$ cat config.mk
export PLATFORM = sky130hd
export DESIGN_NAME = ilv_boost_pwm
export DESIGN_NICKNAME = d
export VERILOG_FILES = /design/src/rtl/ilvp_pkg.sv /design/src/rtl/ilvp_ontime.sv /design/src/rtl/ilvp_leg_gate.sv /design/src/rtl/ilvp_rect_gate.sv /design/src/rtl/ilv_boost_pwm.sv
export SDC_FILE = /design/constraint.sdc
export NUM_CORES = 1
export LEC_CHECK = 0
export BUFFER_PORTS_ARGS = -buffer_cell sky130_fd_sc_hd__buf_2
export CAP_MARGIN = 20
export CORE_MARGIN = 1
export CORE_UTILIZATION = 42
export DETAILED_ROUTE_END_ITERATION = 16
export HOLD_SLACK_MARGIN = 0.06
export PLACE_DENSITY = 0.57
export SLEW_MARGIN = 30
export SYNTH_ARGS = -nofsm -noshare
export SYNTH_HDL_FRONTEND = slang
export SYNTH_HIERARCHICAL = 1
export SYNTH_SLANG_ARGS = --single-unit
$ cat constraint.sdc
create_clock -name clk -period 8 [get_ports clk]
set_clock_uncertainty 0.05 [all_clocks]
set_input_delay 0.8 -clock clk [delete_from_list [all_inputs] [get_ports clk]]
set_output_delay 0.8 -clock clk [all_outputs]
set_load 0.05 [all_outputs]
$ cat src/rtl/ilvp_pkg.sv
package ilvp_pkg;

    typedef struct packed {
        logic hi;
        logic lo;
    } gate_pair_t;

    localparam int unsigned NUM_INV_LEGS = 2;

endpackage

$ cat src/rtl/ilvp_ontime.sv
module ilvp_ontime #(
    parameter int unsigned PER_W  = 12,
    parameter int unsigned DUTY_W = 8,
    parameter int unsigned DT_W   = 8
) (
    input  logic [PER_W-1:0]  per_i,
    input  logic [DUTY_W-1:0] duty_i,
    input  logic [DT_W-1:0]   dt_i,
    input  logic              pos_i,
    output logic [PER_W-1:0]  on_o
);
    localparam int unsigned XW = PER_W + DUTY_W + DT_W + 2;

    logic [XW-1:0] prod, nom, raw, lo_b, hi_b, lim;

    always_comb begin
        prod = XW'(per_i) * XW'(duty_i);
        nom  = prod >> DUTY_W;
        raw  = pos_i ? (XW'(per_i) - nom) : nom;
        lo_b = XW'(dt_i) << 1;
        hi_b = (XW'(per_i) >= lo_b) ? (XW'(per_i) - lo_b) : '0;
        lim  = raw;
        if (lim < lo_b) lim = lo_b;
        if (lim > hi_b) lim = hi_b;
        on_o = lim[PER_W-1:0];
    end

endmodule

$ cat src/rtl/ilvp_leg_gate.sv
module ilvp_leg_gate
    import ilvp_pkg::*;
#(
    parameter int unsigned PER_W     = 12,
    parameter int unsigned DT_W      = 8,
    parameter int unsigned LAG_HALF  = 0
) (
    input  logic             run_i,
    input  logic [PER_W-1:0] ph_i,
    input  logic [PER_W-1:0] per_i,
    input  logic [PER_W-1:0] on_i,
    input  logic [DT_W-1:0]  dt_i,
    output gate_pair_t       gate_o
);
    localparam int unsigned XW = PER_W + DT_W + 1;

    logic [PER_W-1:0] half, phx;
    logic [XW-1:0]    p, t_on, d, full;

    always_comb begin
        half = per_i >> 1;
        if (LAG_HALF != 0) begin
            phx = (ph_i >= half) ? (ph_i - half) : (ph_i + (per_i - half));
        end else begin
            phx = ph_i;
        end
        p         = XW'(phx);
        t_on      = XW'(on_i);
        d         = XW'(dt_i);
        full      = XW'(per_i);
        gate_o.hi = run_i && (p >= d) && (p < t_on);
        gate_o.lo = run_i && (p >= t_on + d) && (p < full);
    end

endmodule

$ cat src/rtl/ilvp_rect_gate.sv
module ilvp_rect_gate
    import ilvp_pkg::*;
#(
    parameter int unsigned DT_W = 8
) (
    input  logic            run_i,
    input  logic            pos_i,
    input  logic [DT_W-1:0] rdt_i,
    output gate_pair_t      gate_o
);
    logic settled;

    always_comb begin
        settled   = run_i && (rdt_i == '0);
        gate_o.hi = settled && !pos_i;
        gate_o.lo = settled && pos_i;
    end

endmodule

$ cat src/rtl/ilv_boost_pwm.sv
module ilv_boost_pwm
    import ilvp_pkg::*;
#(
    parameter int unsigned PER_W  = 12,
    parameter int unsigned DUTY_W = 8,
    parameter int unsigned DT_W   = 8
) (
    input  logic              clk,
    input  logic              rst_n,
    input  logic              enable,
    input  logic              mains_pos,
    input  logic [PER_W-1:0]  period_in,
    input  logic [DUTY_W-1:0] duty_in,
    input  logic [DT_W-1:0]   dead_in,
    output logic              rect_hi,
    output logic              rect_lo,
    output logic              leg_a_hi,
    output logic              leg_a_lo,
    output logic              leg_b_hi,
    output logic              leg_b_lo
);
    typedef struct packed {
        logic                              run;
        logic                              pos;
        logic [PER_W-1:0]                  ph;
        logic [PER_W-1:0]                  per;
        logic [PER_W-1:0]                  on;
        logic [DT_W-1:0]                   dt;
        logic [DT_W-1:0]                   rdt;
        gate_pair_t                        rect;
        gate_pair_t [NUM_INV_LEGS-1:0]     inv;
    } state_t;

    state_t st_d, st_q;

    logic [PER_W-1:0]              on_new;
    gate_pair_t                    rect_raw;
    gate_pair_t [NUM_INV_LEGS-1:0] inv_raw;
    logic                          boundary, fresh;

    ilvp_ontime #(
        .PER_W (PER_W),
        .DUTY_W(DUTY_W),
        .DT_W  (DT_W)
    ) u_ontime (
        .per_i (period_in),
        .duty_i(duty_in),
        .dt_i  (dead_in),
        .pos_i (mains_pos),
        .on_o  (on_new)
    );

    for (genvar g = 0; g < NUM_INV_LEGS; g++) begin : g_leg
        ilvp_leg_gate #(
            .PER_W   (PER_W),
            .DT_W    (DT_W),
            .LAG_HALF(g)
        ) u_leg (
            .run_i (st_q.run),
            .ph_i  (st_q.ph),
            .per_i (st_q.per),
            .on_i  (st_q.on),
            .dt_i  (st_q.dt),
            .gate_o(inv_raw[g])
        );
    end

    ilvp_rect_gate #(
        .DT_W(DT_W)
    ) u_rect (
        .run_i (st_q.run),
        .pos_i (st_q.pos),
        .rdt_i (st_q.rdt),
        .gate_o(rect_raw)
    );

    always_comb begin
        st_d     = st_q;
        boundary = !st_q.run || (st_q.ph >= st_q.per - 1'b1);
        fresh    = !st_q.run || (mains_pos != st_q.pos);

        if (!enable) begin
            st_d.run = 1'b0;
            st_d.ph  = '0;
            st_d.rdt = '0;
        end else if (boundary) begin
            st_d.run = 1'b1;
            st_d.ph  = '0;
            st_d.per = period_in;
            st_d.on  = on_new;
            st_d.dt  = dead_in;
            st_d.pos = mains_pos;
            if (fresh) begin
                st_d.rdt = dead_in;
            end else if (st_q.rdt != '0) begin
                st_d.rdt = st_q.rdt - 1'b1;
            end
        end else begin
            st_d.ph = st_q.ph + 1'b1;
            if (st_q.rdt != '0) st_d.rdt = st_q.rdt - 1'b1;
        end

        if (!enable) begin
            st_d.rect = '0;
            st_d.inv  = '0;
        end else begin
            st_d.rect.hi = rect_raw.hi && !st_q.rect.lo;
            st_d.rect.lo = rect_raw.lo && !st_q.rect.hi;
            for (int i = 0; i < NUM_INV_LEGS; i++) begin
                st_d.inv[i].hi = inv_raw[i].hi && !st_q.inv[i].lo;
                st_d.inv[i].lo = inv_raw[i].lo && !st_q.inv[i].hi;
            end
        end
    end

    always_ff @(posedge clk or negedge rst_n) begin
        if (!rst_n) begin
            st_q <= '0;
        end else begin
            st_q <= st_d;
        end
    end

    assign rect_hi  = st_q.rect.hi;
    assign rect_lo  = st_q.rect.lo;
    assign leg_a_hi = st_q.inv[0].hi;
    assign leg_a_lo = st_q.inv[0].lo;
    assign leg_b_hi = st_q.inv[1].hi;
    assign leg_b_lo = st_q.inv[1].lo;


    gates_off_when_disabled_chk: assert property (@(posedge clk) disable iff (!rst_n)
        !enable |=> !(rect_hi || rect_lo || leg_a_hi || leg_a_lo || leg_b_hi || leg_b_lo));


    phase_in_period_chk: assert property (@(posedge clk) disable iff (!rst_n)
        (st_q.run && st_q.per != '0) |-> (st_q.ph < st_q.per));


    rect_follows_polarity_chk: assert property (@(posedge clk) disable iff (!rst_n)
        (rect_hi |-> !$past(st_q.pos)) and (rect_lo |-> $past(st_q.pos)));


    no_shoot_through_chk: assert property (@(posedge clk) disable iff (!rst_n)
        !(rect_hi && rect_lo) && !(leg_a_hi && leg_a_lo) && !(leg_b_hi && leg_b_lo));


    dead_before_a_lo_chk: assert property (@(posedge clk) disable iff (!rst_n)
        $rose(leg_a_lo) |-> !$past(leg_a_hi));


    dead_before_b_hi_chk: assert property (@(posedge clk) disable iff (!rst_n)
        $rose(leg_b_hi) |-> !$past(leg_b_lo));

endmodule

==> impl_metrics.csv, run 1 <==
group,metric,value,unit
place,place_inst,2006,
synthesis,synth_xor_area_frac,0.05934,
sta,min_period_over_period,1.181,
sta,maxSlewHeadroom,0.3730,
global_routing,overflow,0,
worst_setup_path,critPathLaunchType,"primary input",
synthesis,avgSynthCellArea,8.517,um2
synthesis,ys_top_cells_by_area,"ha_1 (21%), dfrtp_1 (12%), fa_1 (12%)",
synthesis,yosys.cell_types.count,88,
sta,rsz0062_at_grt,"yes",
floorplan,coreArea,29010,um2
sta,worstMarginPinSlew,0.9307,ns
sta,worst_hold_slack,0.3634,ns
routing,wl_per_cell,17.14,um
worst_setup_path,cp_max_fo,8,
routing,num_vias,11140,
clocking,ctsRootBufferMaster,"clkbuf_16",
synthesis,synth_compound_area_frac,0.1724,
cells_and_area,drive_above_1_share,0.2281,
synthesis,synthArstFlopShare,1.000,
place,dp_hpwl,28590,um
worst_setup_path,critPathMaxStageDelay,0.65,ns
synthesis,ys_ff_latch,60,
run_status,violations,"negative setup slack",
clocking,clk_latency,0.34,ns
clocking,cts_buffers,9,
sta,setup_viol,12,
cells_and_area,final-instance-count-excl-fill,2050,
clocking,htree_levels,3,
worst_setup_path,cp-end-kind,"flop",
synthesis,synth_warnings,6,
synthesis,netlist.area_leader.share,0.2144,
floorplan,die_h,174.8,um
synthesis,mappedNetlistArea,12550,um2
routing,postRouteAntennaNets,0,
worst_setup_path,cp_common_cell,"fa_1",
floorplan,dieArea,30570,um2
synthesis,synth-main-ff-cell,"dfrtp_1",
sta,post-route-min-period,9.451,ns
worst_setup_path,cp.required,8.18,ns
clocking,path_clk_slew,0.07,ns
floorplan,boundaryPins,38,
worst_setup_path,cp.arrival,9.63,ns
clocking,ctsHoldBuffers,0,
floorplan,die_w,174.8,um
worst_setup_path,slowest_stage,"or4_4",
place,port_buffers,37,
synthesis,synth.area.mux_share,0.05695,
worst_setup_path,rrSetupSlack,2.82,ns
synthesis,synth-seq-area-share,0.1197,
clocking,cts_buffer_depth,2,
sta,fin_ws,-1.451,ns
run_status,outcome,"finished with violations",
cells_and_area,multi_input_area,10600,um2
sta,max_freq,0.1058,GHz
cells_and_area,regArea,1501,um2
clocking,cts_tree,"done",
place,dpl_worst_slack,-1.918,ns
sta,report.final.slew_viol_count,0,
global_routing,grt_max_degree,61,
global_routing,grt_usage,0.2371,
clocking,cts_sinks,60,
floorplan,fp-row-count,62,
cells_and_area,syn2layout_area_growth,22.44,%
synthesis,synth_top_area_cell,"ha_1",
routing,drc,0,
cells_and_area,nets,1983,
synthesis,syn_inst,1473,
global_routing,antenna_found_initial,0,
place,gp_congestion,0.8900,
synthesis,synth_top_family_by_area,"adder cells",
synthesis,synthAdderAreaFrac,0.3341,
synthesis,synth-simple-area-share,0.1837,
routing,wl,35140,um
synthesis,syn-num-nets,1795,
routing,firstDrtPassIters,5,
routing,drt_iter0_markers,615,
flow_run,cap_violations,0,
synthesis,synth_edf_count,0,
sta,hold_viol_final,0,
cells_and_area,antenna_cells,0,
min_path,hold_class,"flop to flop",
sta,tns,-16.93,ns
worst_setup_path,worstSetupPathType,"primary input to flop",
global_routing,grt_pass1_vias,11288,
routing,avgViaCountPerCell,5.434,
cells_and_area,nFillCells,2771,
floorplan,initial_core_util,0.4324,
global_routing,grt_pass1_wl,57880,um
[worst paths after layout]
| path | startpoint | endpoint | cells past startpoint |
|---|---|---|---|
| worst min register to register | leg_b_hi | leg_b_lo | 1 |
| min in group asynchronous | rst_n | leg_a_hi | 2 |
| worst max-delay path | period_in[1] | st_q[23] | 39 |
| worst min-delay path | leg_b_hi | leg_b_lo | 1 |
| max in group asynchronous | rst_n | st_q[38] | 2 |
| worst max register to register | st_q[36] | leg_b_hi | 17 |
[placed cells by master (no fill, tap or decap), types with 8 or more instances in the layout]
cell type	synthesis	routed
ha_1	215	206
inv_1	201	198
buf_4	2	170
nand2_1	114	104
fa_1	75	69
nor2_1	69	68
and2_1	68	60
dfrtp_1	60	60
a21oi_1	60	53
xnor2_1	50	48
a21o_1	48	48
o21ai_0	48	43
xor2_1	35	34
mux2_4	30	31
nand3_1	31	29
nor3_1	29	28
buf_2	2	25
o21ai_1	13	16
nand2b_1	16	16
nand4_1	16	16
a211oi_1	19	15
mux2i_1	14	14
and3_1	16	13
o21a_1	13	13
nor4_1	14	11
nor2b_1	13	11
a31oi_1	12	11
mux2_2	11	10
clkbuf_16	0	10
and2_4	2	10
nor3b_1	9	9
o211ai_1	9	9
a211o_1	8	8
nand2_2	1	8
buf_12	0	8
[final cells by class]
| cell class | count | area share |
|---|---|---|
| clock inverters | 7 | 0.006435 |
| well taps | 384 | 0.03128 |
| multi-input cells | 1175 | 0.6899 |
| flip-flops and latches | 60 | 0.09774 |
| repair buffers | 213 | 0.1106 |
| clock buffers | 9 | 0.01466 |
| inverters | 202 | 0.04936 |
[cell usage after synthesis, types with 35 or more instances]
cell type	count
fa_1	75
ha_1	215
xor2_1	35
nand2_1	114
dfrtp_1	60
xnor2_1	50
a21o_1	48
inv_1	201
o21ai_0	48
and2_1	68
a21oi_1	60
nor2_1	69
[worst max-delay path, delay by kind of cell]
kind	cells	cell delay (ns)
mux	1	0.25
simple gates	10	1.95
xor+xnor	2	0.35
fa+ha+maj	8	3.09
compound gates	12	2.48
buf+inv	6	0.69
[cells by family after synthesis]
kind of cell | after synthesis
AOI/OAI and AO/OA | 308
xor gates and xnor gates | 85
adders and majority gates | 290
buffers and inverters | 238
DFF | 60
muxes | 55
and+or+nand+nor | 437
[per-layer routing]
metal,share of wire,GRT usage
met5,0,0
met4,0.015,0.04964
met3,0.024,0.01284
met2,0.49,0.4177
met1,0.47,0.3192
[repair_timing]
item                                   CTS  global route
pin swaps                               25            29
endpoints found under the hold margin    0             0
gates cloned                             0             1
setup endpoints to repair               12            12
gates resized for setup                 57            38
setup buffers                           17            11
[through the flow]
stage	utilization	cell area, um2
after floorplan	-	12910
after detailed placement	0.4962	14400
final	0.5295	15360
after CTS	0.5203	15090
after global placement	0.4962	14400
after global routing	0.5295	15360
[state kept, by name, indices dropped and copies added, names as in the netlist]
register	flops
leg_a_lo	1
leg_b_lo	1
leg_b_hi	1
rect_lo	1
st_q	54
leg_a_hi	1
rect_hi	1
Power of run 1 is not shown: default switching activity piles up to over one toggle a cycle in this logic, so the estimate is an artifact.
==> run 2, diff against run 1 <==
Settings changed: CORE_MARGIN 1 to 5.
==> run 2 against run 1 <==
  * The flow still finishes with violations (negative setup slack)
  * Fmax rose by 0.20%
  * Global-route usage fell by 3.0 points
  * Largest cell class unchanged
  * Sequential share of layout area rose by 0.17 points
  * Critical endpoint is now st_q[28]
  * Clock-buffer cell count did not move
  * Worst hold slack improved by 0.016 ns
  * Wire length fell by 1.3%
  * Critical path type unchanged
  * Via count fell by 1.3%
  * Highest routed layer unchanged
  * Register-to-register slack improved by 0.16 ns
==> impl_metrics.csv, run 2 (synthesis gave the netlist of run 1 again) <==
group,metric,value,unit
place,place_inst,2004,
cells_and_area,top_register,"st_q",
worst_setup_path,critPathLaunchType,"primary input",
routing,wl,34670,um
global_routing,grt_pass1_wl,56440,um
routing,drt_iter0_markers,676,
routing,avgViaCountPerCell,5.413,
clocking,cts_buffer_depth,2,
sta,worstMarginPinSlew,0.8503,ns
floorplan,coreArea,29560,um2
global_routing,grt_max_degree,61,
global_routing,overflow,0,
place,gp_congestion,0.8843,
flow_run,cap_violations,0,
floorplan,die_h,182.8,um
floorplan,initial_core_util,0.4244,
worst_setup_path,cp.arrival,9.61,ns
cells_and_area,final_common_cell,"ha_1",
sta,setup_viol,12,
worst_setup_path,cp_max_fo,10,
worst_setup_path,ff2ff_path_depth,17,
sta,maxSlewHeadroom,0.4272,
cells_and_area,largest_reg_flops,54,
sta,post-route-min-period,9.432,ns
min_path,hold_class,"flop to flop",
routing,drc,0,
cells_and_area,syn2layout_area_growth,20.30,%
sta,report.final.slew_viol_count,0,
floorplan,fp-row-count,63,
worst_setup_path,r2r_end,"leg_b_hi",
clocking,htree_levels,3,
clocking,cts_buffers,9,
sta,max_freq,0.1060,GHz
cells_and_area,nets,1958,
worst_setup_path,cp.required,8.18,ns
cells_and_area,antenna_cells,0,
min_path,hold_end,"rect_lo",
min_path,holdPathStages,1,
clocking,clk_latency,0.34,ns
global_routing,grt_pass1_vias,10890,
worst_setup_path,critPathMaxStageDelay,0.61,ns
run_status,outcome,"finished with violations",
global_routing,grt_usage,0.2069,
worst_setup_path,slowest_stage,"or4_4",
cells_and_area,final-instance-count-excl-fill,2031,
sta,hold_viol_final,0,
cells_and_area,mostFrequentLayoutCells,"ha_1 (206), inv_1 (198), buf_4 (149)",
clocking,cts_sinks,60,
cells_and_area,drive_above_1_share,0.2188,
min_path,holdCritStartpoint,"rect_hi",
routing,postRouteAntennaNets,0,
global_routing,antenna_found_initial,0,
routing,wl_per_cell,17.07,um
worst_setup_path,cp_common_cell,"fa_1",
worst_setup_path,worstSetupPathType,"primary input to flop",
place,dp_hpwl,28530,um
worst_setup_path,worstSetupStartpoint,"duty_in[4]",
floorplan,dieArea,33430,um2
sta,fin_ws,-1.432,ns
cells_and_area,nFillCells,2809,
routing,firstDrtPassIters,5,
clocking,ctsRootBufferMaster,"clkbuf_16",
worst_setup_path,r2r_start,"st_q[36]",
clocking,cts_tree,"done",
clocking,path_clk_slew,0.06,ns
floorplan,die_w,182.8,um
worst_setup_path,rrSetupSlack,2.98,ns
worst_setup_path,cp-end-kind,"flop",
cells_and_area,utilization,0.5106,
place,port_buffers,37,
sta,min_period_over_period,1.179,
floorplan,boundaryPins,38,
run_status,violations,"negative setup slack",
sta,rsz0062_at_grt,"yes",
routing,num_vias,10993,
run 2: timing repair:
action                     4_1_cts  5_1_grt
gates cloned                     0        1
resized for setup               51       39
buffers inserted                 7        7
pin swaps                       10       17
setup endpoints to repair       12       12
hold buffers                     0        0
run 2: final cells by class:
class	instances	area, um2	share of cell area
sequential	60	1501	0.09948
multi-input combinational	1175	10590	0.7016
clock buffer	9	225.2	0.01492
clock inverter	7	51.30	0.003399
tap	390	488.0	0.03233
timing repair buffer	188	1480	0.09807
inverter	202	758.2	0.05024
run 2: metal layers:
layer  global-route usage  wire, um
met1               0.2816     16440
met2               0.3599     16580
met5                    0         0
met3              0.01944      1000
met4              0.04350       639
run 2: metrics by stage:
stage	instance area, um2	TNS (ns)	hold WS, ns	setup slack [ns]
after floorplan	12910	-15.23	0.4544	-1.289
after global placement	14360	-20.09	0.3622	-1.700
after detailed placement	14360	-21.82	0.3690	-1.843
after CTS	14870	-15.72	0.3842	-1.339
after global routing	15090	-19.67	0.4000	-1.683
final	15090	-16.66	0.3795	-1.432
run 2: worst max-delay path by stage:
stage	endpoint
finish	st_q[28]
global route	st_q[28]
CTS	st_q[26]
detailed placement	st_q[28]
global placement	st_q[28]
floorplan	st_q[27]
run 2: worst max-delay path, delay by kind of cell:
kind,cells,cell delay (ns)
muxes,3,0.72
and+or+nand+nor,5,1.32
xor gates and xnor gates,2,0.31
AOI/OAI and AO/OA,14,2.65
adders and majority gates,8,3.24
buffers and inverters,5,0.54
Power of run 2 is left out for the same reason.
